`src/rtl/crs_pkg.sv`:
```
package crs_pkg;

    typedef enum logic [1:0] {
        OP_NONE = 2'b00,
        OP_CALL = 2'b01,
        OP_RET  = 2'b10,
        OP_RTE  = 2'b11
    } op_e;

    typedef enum logic [2:0] {
        U_SPDEC,
        U_PUSHPC,
        U_LDVEC,
        U_POPPC,
        U_POPCCR,
        U_SPINC,
        U_END
    } uop_e;

    typedef enum logic [1:0] {
        S_IDLE,
        S_RUN,
        S_DONE
    } st_e;

    localparam int STEP_W = 3;

endpackage

```
`src/rtl/crs_uop_decode.sv`:
```
module crs_uop_decode
    import crs_pkg::*;
(
    input  op_e               op,
    input  logic [STEP_W-1:0] step,
    output uop_e              uop
);

    always_comb begin
        uop = U_END;
        unique case (op)
            OP_CALL: begin
                unique case (step)
                    3'd0:    uop = U_SPDEC;
                    3'd1:    uop = U_PUSHPC;
                    3'd2:    uop = U_LDVEC;
                    default: uop = U_END;
                endcase
            end
            OP_RET: begin
                unique case (step)
                    3'd0:    uop = U_POPPC;
                    3'd1:    uop = U_SPINC;
                    default: uop = U_END;
                endcase
            end
            OP_RTE: begin
                unique case (step)
                    3'd0:    uop = U_POPCCR;
                    3'd1:    uop = U_SPINC;
                    3'd2:    uop = U_POPPC;
                    3'd3:    uop = U_SPINC;
                    default: uop = U_END;
                endcase
            end
            default: uop = U_END;
        endcase
    end

endmodule

```
`src/rtl/crs_sp_alu.sv`:
```
module crs_sp_alu #(
    parameter int AW         = 16,
    parameter int WORD_BYTES = 2
) (
    input  logic [AW-1:0] sp,
    output logic [AW-1:0] sp_dec,
    output logic [AW-1:0] sp_inc
);

    localparam logic [AW-1:0] STEP = AW'(WORD_BYTES);

    assign sp_dec = sp - STEP;
    assign sp_inc = sp + STEP;

endmodule

```
`src/rtl/crs_mem_port.sv`:
```
module crs_mem_port
    import crs_pkg::*;
#(
    parameter int AW = 16,
    parameter int VW = 8
) (
    input  logic          run,
    input  uop_e          uop,
    input  logic [AW-1:0] sp,
    input  logic [AW-1:0] pc,
    input  logic [VW-1:0] vec,
    output logic          req,
    output logic          we,
    output logic [AW-1:0] addr,
    output logic [AW-1:0] wdata
);

    localparam int PAD_W = AW - VW;

    logic [AW-1:0] vec_ext;

    generate
        if (PAD_W > 0) begin : g_pad
            assign vec_ext = {{PAD_W{1'b0}}, vec};
        end else begin : g_nopad
            assign vec_ext = vec[AW-1:0];
        end
    endgenerate

    always_comb begin
        req   = 1'b0;
        we    = 1'b0;
        addr  = sp;
        wdata = '0;
        if (run) begin
            unique case (uop)
                U_PUSHPC: begin
                    req   = 1'b1;
                    we    = 1'b1;
                    addr  = sp;
                    wdata = pc;
                end
                U_LDVEC: begin
                    req  = 1'b1;
                    addr = vec_ext;
                end
                U_POPPC, U_POPCCR: begin
                    req  = 1'b1;
                    addr = sp;
                end
                default: begin
                    req = 1'b0;
                end
            endcase
        end
    end

endmodule

```
`src/rtl/call_ret_seq.sv`:
```
module call_ret_seq
    import crs_pkg::*;
#(
    parameter int AW          = 16,
    parameter int VW          = 8,
    parameter int CW          = 8,
    parameter int WORD_BYTES  = 2,
    parameter int CALL_STATES = 8,
    parameter int RET_STATES  = 8,
    parameter int RTE_STATES  = 10
) (
    input  logic          clk,
    input  logic          rst_n,
    input  logic          op_valid,
    input  logic [1:0]    op_kind,
    input  logic [VW-1:0] vec_addr,
    output logic          busy,
    output logic          done,
    output logic          mem_req,
    output logic          mem_we,
    output logic [AW-1:0] mem_addr,
    output logic [AW-1:0] mem_wdata,
    input  logic [AW-1:0] mem_rdata,
    input  logic          mem_ack,
    output logic [AW-1:0] pc,
    output logic [AW-1:0] sp,
    output logic [CW-1:0] ccr
);

    localparam int MAX_STATES = (RTE_STATES > CALL_STATES) ?
        ((RTE_STATES > RET_STATES) ? RTE_STATES : RET_STATES) :
        ((CALL_STATES > RET_STATES) ? CALL_STATES : RET_STATES);
    localparam int CNT_W = $clog2(MAX_STATES + 1) + 1;
    localparam logic [CNT_W-1:0] CALL_LAST = CNT_W'(CALL_STATES - 1);
    localparam logic [CNT_W-1:0] RET_LAST  = CNT_W'(RET_STATES - 1);
    localparam logic [CNT_W-1:0] RTE_LAST  = CNT_W'(RTE_STATES - 1);
    localparam logic [CNT_W-1:0] CNT_MAX   = '1;

    typedef struct packed {
        st_e               st;
        op_e               op;
        logic [STEP_W-1:0] step;
        logic [CNT_W-1:0]  cyc;
        logic [VW-1:0]     vec;
        logic [AW-1:0]     sp;
        logic [AW-1:0]     pc;
        logic [CW-1:0]     ccr;
    } regs_t;

    regs_t r_q, r_d;

    uop_e          uop;
    logic [AW-1:0] sp_dec;
    logic [AW-1:0] sp_inc;
    logic          run;
    logic [CNT_W-1:0] last_cyc;

    crs_uop_decode u_dec (
        .op   (r_q.op),
        .step (r_q.step),
        .uop  (uop)
    );

    crs_sp_alu #(
        .AW         (AW),
        .WORD_BYTES (WORD_BYTES)
    ) u_alu (
        .sp     (r_q.sp),
        .sp_dec (sp_dec),
        .sp_inc (sp_inc)
    );

    assign run = (r_q.st == S_RUN);

    crs_mem_port #(
        .AW (AW),
        .VW (VW)
    ) u_port (
        .run   (run),
        .uop   (uop),
        .sp    (r_q.sp),
        .pc    (r_q.pc),
        .vec   (r_q.vec),
        .req   (mem_req),
        .we    (mem_we),
        .addr  (mem_addr),
        .wdata (mem_wdata)
    );

    always_comb begin
        unique case (r_q.op)
            OP_CALL: last_cyc = CALL_LAST;
            OP_RET:  last_cyc = RET_LAST;
            OP_RTE:  last_cyc = RTE_LAST;
            default: last_cyc = CALL_LAST;
        endcase
    end

    always_comb begin
        r_d = r_q;
        unique case (r_q.st)
            S_IDLE: begin
                if (op_valid && (op_e'(op_kind) != OP_NONE)) begin
                    r_d.st   = S_RUN;
                    r_d.op   = op_e'(op_kind);
                    r_d.step = '0;
                    r_d.cyc  = CNT_W'(1);
                    r_d.vec  = vec_addr;
                end
            end
            S_RUN: begin
                if (r_q.cyc != CNT_MAX) begin
                    r_d.cyc = r_q.cyc + CNT_W'(1);
                end
                unique case (uop)
                    U_SPDEC: begin
                        r_d.sp   = sp_dec;
                        r_d.step = r_q.step + STEP_W'(1);
                    end
                    U_SPINC: begin
                        r_d.sp   = sp_inc;
                        r_d.step = r_q.step + STEP_W'(1);
                    end
                    U_PUSHPC: begin
                        if (mem_ack) begin
                            r_d.step = r_q.step + STEP_W'(1);
                        end
                    end
                    U_LDVEC, U_POPPC: begin
                        if (mem_ack) begin
                            r_d.pc   = mem_rdata;
                            r_d.step = r_q.step + STEP_W'(1);
                        end
                    end
                    U_POPCCR: begin
                        if (mem_ack) begin
                            r_d.ccr  = mem_rdata[CW-1:0];
                            r_d.step = r_q.step + STEP_W'(1);
                        end
                    end
                    default: begin
                        if (r_q.cyc >= last_cyc) begin
                            r_d.st = S_DONE;
                        end
                    end
                endcase
            end
            S_DONE: begin
                r_d.st = S_IDLE;
            end
            default: begin
                r_d.st = S_IDLE;
            end
        endcase
    end

    always_ff @(posedge clk or negedge rst_n) begin
        if (!rst_n) begin
            r_q.st   <= S_IDLE;
            r_q.op   <= OP_NONE;
            r_q.step <= '0;
            r_q.cyc  <= '0;
            r_q.vec  <= '0;
            r_q.sp   <= '0;
            r_q.pc   <= '0;
            r_q.ccr  <= '0;
        end else begin
            r_q <= r_d;
        end
    end

    assign busy = (r_q.st != S_IDLE);
    assign done = (r_q.st == S_DONE);
    assign pc   = r_q.pc;
    assign sp   = r_q.sp;
    assign ccr  = r_q.ccr;

endmodule

```
`config.mk`:
```
export PLATFORM = sky130hd
export DESIGN_NAME = call_ret_seq
export DESIGN_NICKNAME = d
export VERILOG_FILES = /design/src/rtl/crs_pkg.sv /design/src/rtl/crs_uop_decode.sv /design/src/rtl/crs_sp_alu.sv /design/src/rtl/crs_mem_port.sv /design/src/rtl/call_ret_seq.sv
export SDC_FILE = /design/constraint.sdc
export NUM_CORES = 1
export LEC_CHECK = 0
export BUFFER_PORTS_ARGS = -buffer_cell sky130_fd_sc_hd__buf_2
export CORE_AREA = 4 4 99 101
export CTS_CLUSTER_SIZE = 24
export DETAILED_ROUTE_END_ITERATION = 12
export DIE_AREA = 0 0 103 105
export PLACE_DENSITY = 0.69
export SYNTH_ARGS = -nofsm -noshare
export SYNTH_HDL_FRONTEND = slang
export SYNTH_SLANG_ARGS = --single-unit
export TNS_END_PERCENT = 30
```
`constraint.sdc`:
```
create_clock -name clk -period 4.6 [get_ports clk]
set_input_delay 0.46 -clock clk [delete_from_list [all_inputs] [get_ports clk]]
set_output_delay 0.46 -clock clk [all_outputs]
set_load 0.01 [all_outputs]
```
==> out/summary.txt <==
Setup Crit Path Kind: reg -> reg
Final TNS setup: 0 ps
Hold Buf Count CTS: 0
Sequential-to-total area share from yosys stat: 37.4%
CP Max Fanout: 15
Ports: 106
Top delay family on crit path: simple AND/OR/NAND/NOR gates
Core area: 9020 µm²
CTS clk-pin slew, worst paths: 70 ps
DIE WIDTH: 103 µm
Post-CTS Resized: 0
Row count: 35
Clk root buf: clkbuf_8
CP arrival: 4350 ps
Hold WC Path Type: in -> async
H-tree depth: 3
Post-synth EDFFs: 0
Inserted Diodes: 0
Vias in the first global route: 2,767
Crit path from: r_q[53]$_DFFE_PN0P_
Startpoint types: register
Crit-path cells: inv_1 -> ha_1 -> o21a_1 -> o21bai_1 -> a311oi_4 -> nor2b_1 -> nand2_1 -> ha_1 -> and4_1 -> nand2_1 -> or3b_2 -> o211ai_1 -> mux2i_1 -> xor2_1
RSZ-0062 raised after global routing: false
Synth cell types: 53
Initial antenna violation count: 0
Initial Util: 43.7%
Sw Ratio: 43.5%
Fin crit share: 89.1%
CTS tree: done
Max Cap Viol: 0
Vias per cell: 5.16
Clk pwr share: 13.0%
Initial drt markers: 83
TritonCTS sink count: 59
Inserted Clock Buffers: 9
Synthesized instance count: 378
Worst VDD drop: 0.483 mV
Grt total ovfl: 0
Minimum clock period: 4100 ps
PortBufs: 104
Clock Path Buffers: 2
Largest net degree at the start of global routing: 60
Wirelength per Cell: 14.5 µm
All-Layer GR Usage: 15.2%
Fin. max-slew vios: 0
Via count: 2,882
# fillers: 841
Final #Nets: 496
Leakage: 2.17 nW
Status: completed
Syn. warnings: 0
Crit-path max cell delay: 530 ps
Final Hold Viols: 0
Commonest register cell after synthesis: dfrtp_1
FF+latch count, synth: 59
Setup Skew: 9.02 ps
Seq pwr share: 24.1%
Final core occ: 49.5%
GPL Wtd Cong: 0.858
Net Switching: 1.81 mW
DRC: 0
Layout cell share with drive strength beyond 1: 40.0%
Clk_lat worst skew: 330 ps
Slowest library cell on the worst path: ha_1
Final setup fails: 0
Layout overhead on the synthesized area: 13.1%
Syn nets: 432
Mean Syn Cell Area: 10.4 µm²
CP Capture Type: register
DR pass1 iterations: 4
Worst path bufs/invs: 1
Die Area: 10,800 µm²
Slew @ Worst Pin: 1220 ps
Req. time, crit path: 4850 ps
Routed Antenna Nets: 0
Worst r2r src: r_q[53]$_DFFE_PN0P_
Normalized max-slew margin: 18.6%
Power per cell area: 930 nW/µm²
# Post-CTS Setup Buffers: 0
Internal power: 2.34 mW
Total Wirelength: 8.07 mm
Die height: 105 µm
First-pass GRT wire length: 13.2 mm
Asr flop ratio synth: 100%
Achievable Freq: 244 MHz
Dpl hpwl: 6.03 mm
Mapped Area: 3950 µm²
Comb pwr share: 62.9%
[power groups by stage]
| stage | Combinational, mW | Clock, mW | Sequential, mW |
|---|---|---|---|
| floorplan | 2.28 | 0 | 0.932 |
| global placement | 2.57 | 0 | 1.00 |
| detailed placement | 2.63 | 0 | 1.01 |
| CTS | 2.64 | 0.552 | 1.01 |
| global route | 2.93 | 0.577 | 1.05 |
| finish | 2.61 | 0.539 | 1.00 |
[sequential cells by signal (all words and copies together), names as in the netlist]
| register | flops |
|---|---|
| sp | 15 |
| r_q | 20 |
| ccr | 8 |
| pc | 16 |
[cell usage after synthesis, types with 2 or more instances]
cell,n,area [µm²]
and2_1,25,156
dfrtp_1,59,1480
o211ai_1,3,22.5
o21ai_0,18,90.1
nor2_1,18,67.6
a31oi_1,2,12.5
or2_2,2,12.5
and4_1,2,17.5
or3_1,3,18.8
mux2_2,45,507
inv_1,11,41.3
buf_6,4,45.0
nor3_1,5,25.0
o21a_1,6,45.0
ha_1,23,288
nand2_1,14,52.6
mux2_4,3,45.0
o21bai_1,3,22.5
nand2b_1,4,25.0
buf_2,2,10.0
and3_1,2,12.5
nor2b_1,6,37.5
clkbuf_1,6,22.5
xor2_1,8,70.1
xnor2_1,6,52.6
a211oi_1,4,30.0
buf_4,41,308
nand4b_1,2,17.5
nand3_1,3,15.0
a21oi_1,14,70.1
o31ai_2,2,25.0
o21ai_1,4,20.0
a22o_1,4,35.0
a21o_1,5,37.5
[routing by layer]
metal | GRT usage [%] | wire length (µm) | vias to the layer above
li1 | - | - | 1409
met1 | 19.8 | 3650 | 1367
met2 | 25.0 | 3760 | 100
met3 | 3.54 | 599 | 6
met4 | 4.16 | 72 | 0
met5 | 0 | 0 | -
[cell families (layout without fill, tap and decap cells)]
family          after synthesis  count (layout)  synth area share, %
flops                        59              59                 37.4
mux                          49              49                 14.2
xor+xnor                     15              15                 3.52
buf+inv                      64             133                 10.8
compound gates               72              72                 12.4
simple gates                 94              94                 13.7
other cells                   1               1               0.0950
fa+ha+maj                    24              24                 7.80
[layout by cell type, fill, tap and decap left out, types with 8 or more instances in the layout]
master,synthesis,layout
buf_2,2,104
dfrtp_1,59,59
mux2_2,45,45
and2_1,25,25
ha_1,23,23
nor2_1,18,18
o21ai_0,18,18
nand2_1,14,14
a21oi_1,14,14
inv_1,11,11
clkbuf_8,0,11
xor2_1,8,8
[worst paths after layout]
kind | endpoint | slack, ps | cells after the start
min in group clk | r_q[40]$_DFFE_PN0P_ | 360 | 3
setup reg to reg | sp[15]$_DFFE_PN0P_ | 500 | 14
hold reg to reg | ccr[0]$_DFFE_PN0P_ | 500 | 1
max in group asynchronous | r_q[58]$_DFFE_PN0P_ | 3810 | 2
hold / removal | ccr[0]$_DFFE_PN0P_ | 280 | 2
setup / recovery | sp[15]$_DFFE_PN0P_ | 500 | 14
[worst reg2reg max path, stage by stage (launching register included)]
cell and delay, ps:
dfrtp_1 420, inv_1 170, ha_1 280, o21a_1 140, o21bai_1 110, a311oi_4 460, nor2b_1 190, nand2_1 360
ha_1 540, and4_1 230, nand2_1 70, or3b_2 440, o211ai_1 220, mux2i_1 240, xor2_1 170
[layout make-up]
type / instances / area, µm² / share of cell area (%)
inverters: 11 / 41.3 / 0.925
clock inverters: 4 / 72.6 / 1.63
flip-flops and latches: 59 / 1480 / 33.1
clock buffers: 12 / 155 / 3.48
multi-input cells: 255 / 2040 / 45.8
repair buffers: 106 / 536 / 12.0
well taps: 111 / 139 / 3.11
[through the flow]
step | hold WS, ps | instance area, µm² | worst slack [ps] | instances | power, mW
2_1_floorplan | 164 | 3950 | 1010 | 378 | 3.21
3_3_place_gp | 487 | 4240 | 689 | 542 | 3.57
3_5_place_dp | 494 | 4240 | 522 | 542 | 3.64
4_1_cts | 314 | 4460 | 488 | 558 | 4.20
5_1_grt | 349 | 4460 | 154 | 558 | 4.56
6_report | 277 | 4460 | 500 | 558 | 4.15
(Power assumes the default switching activity.)
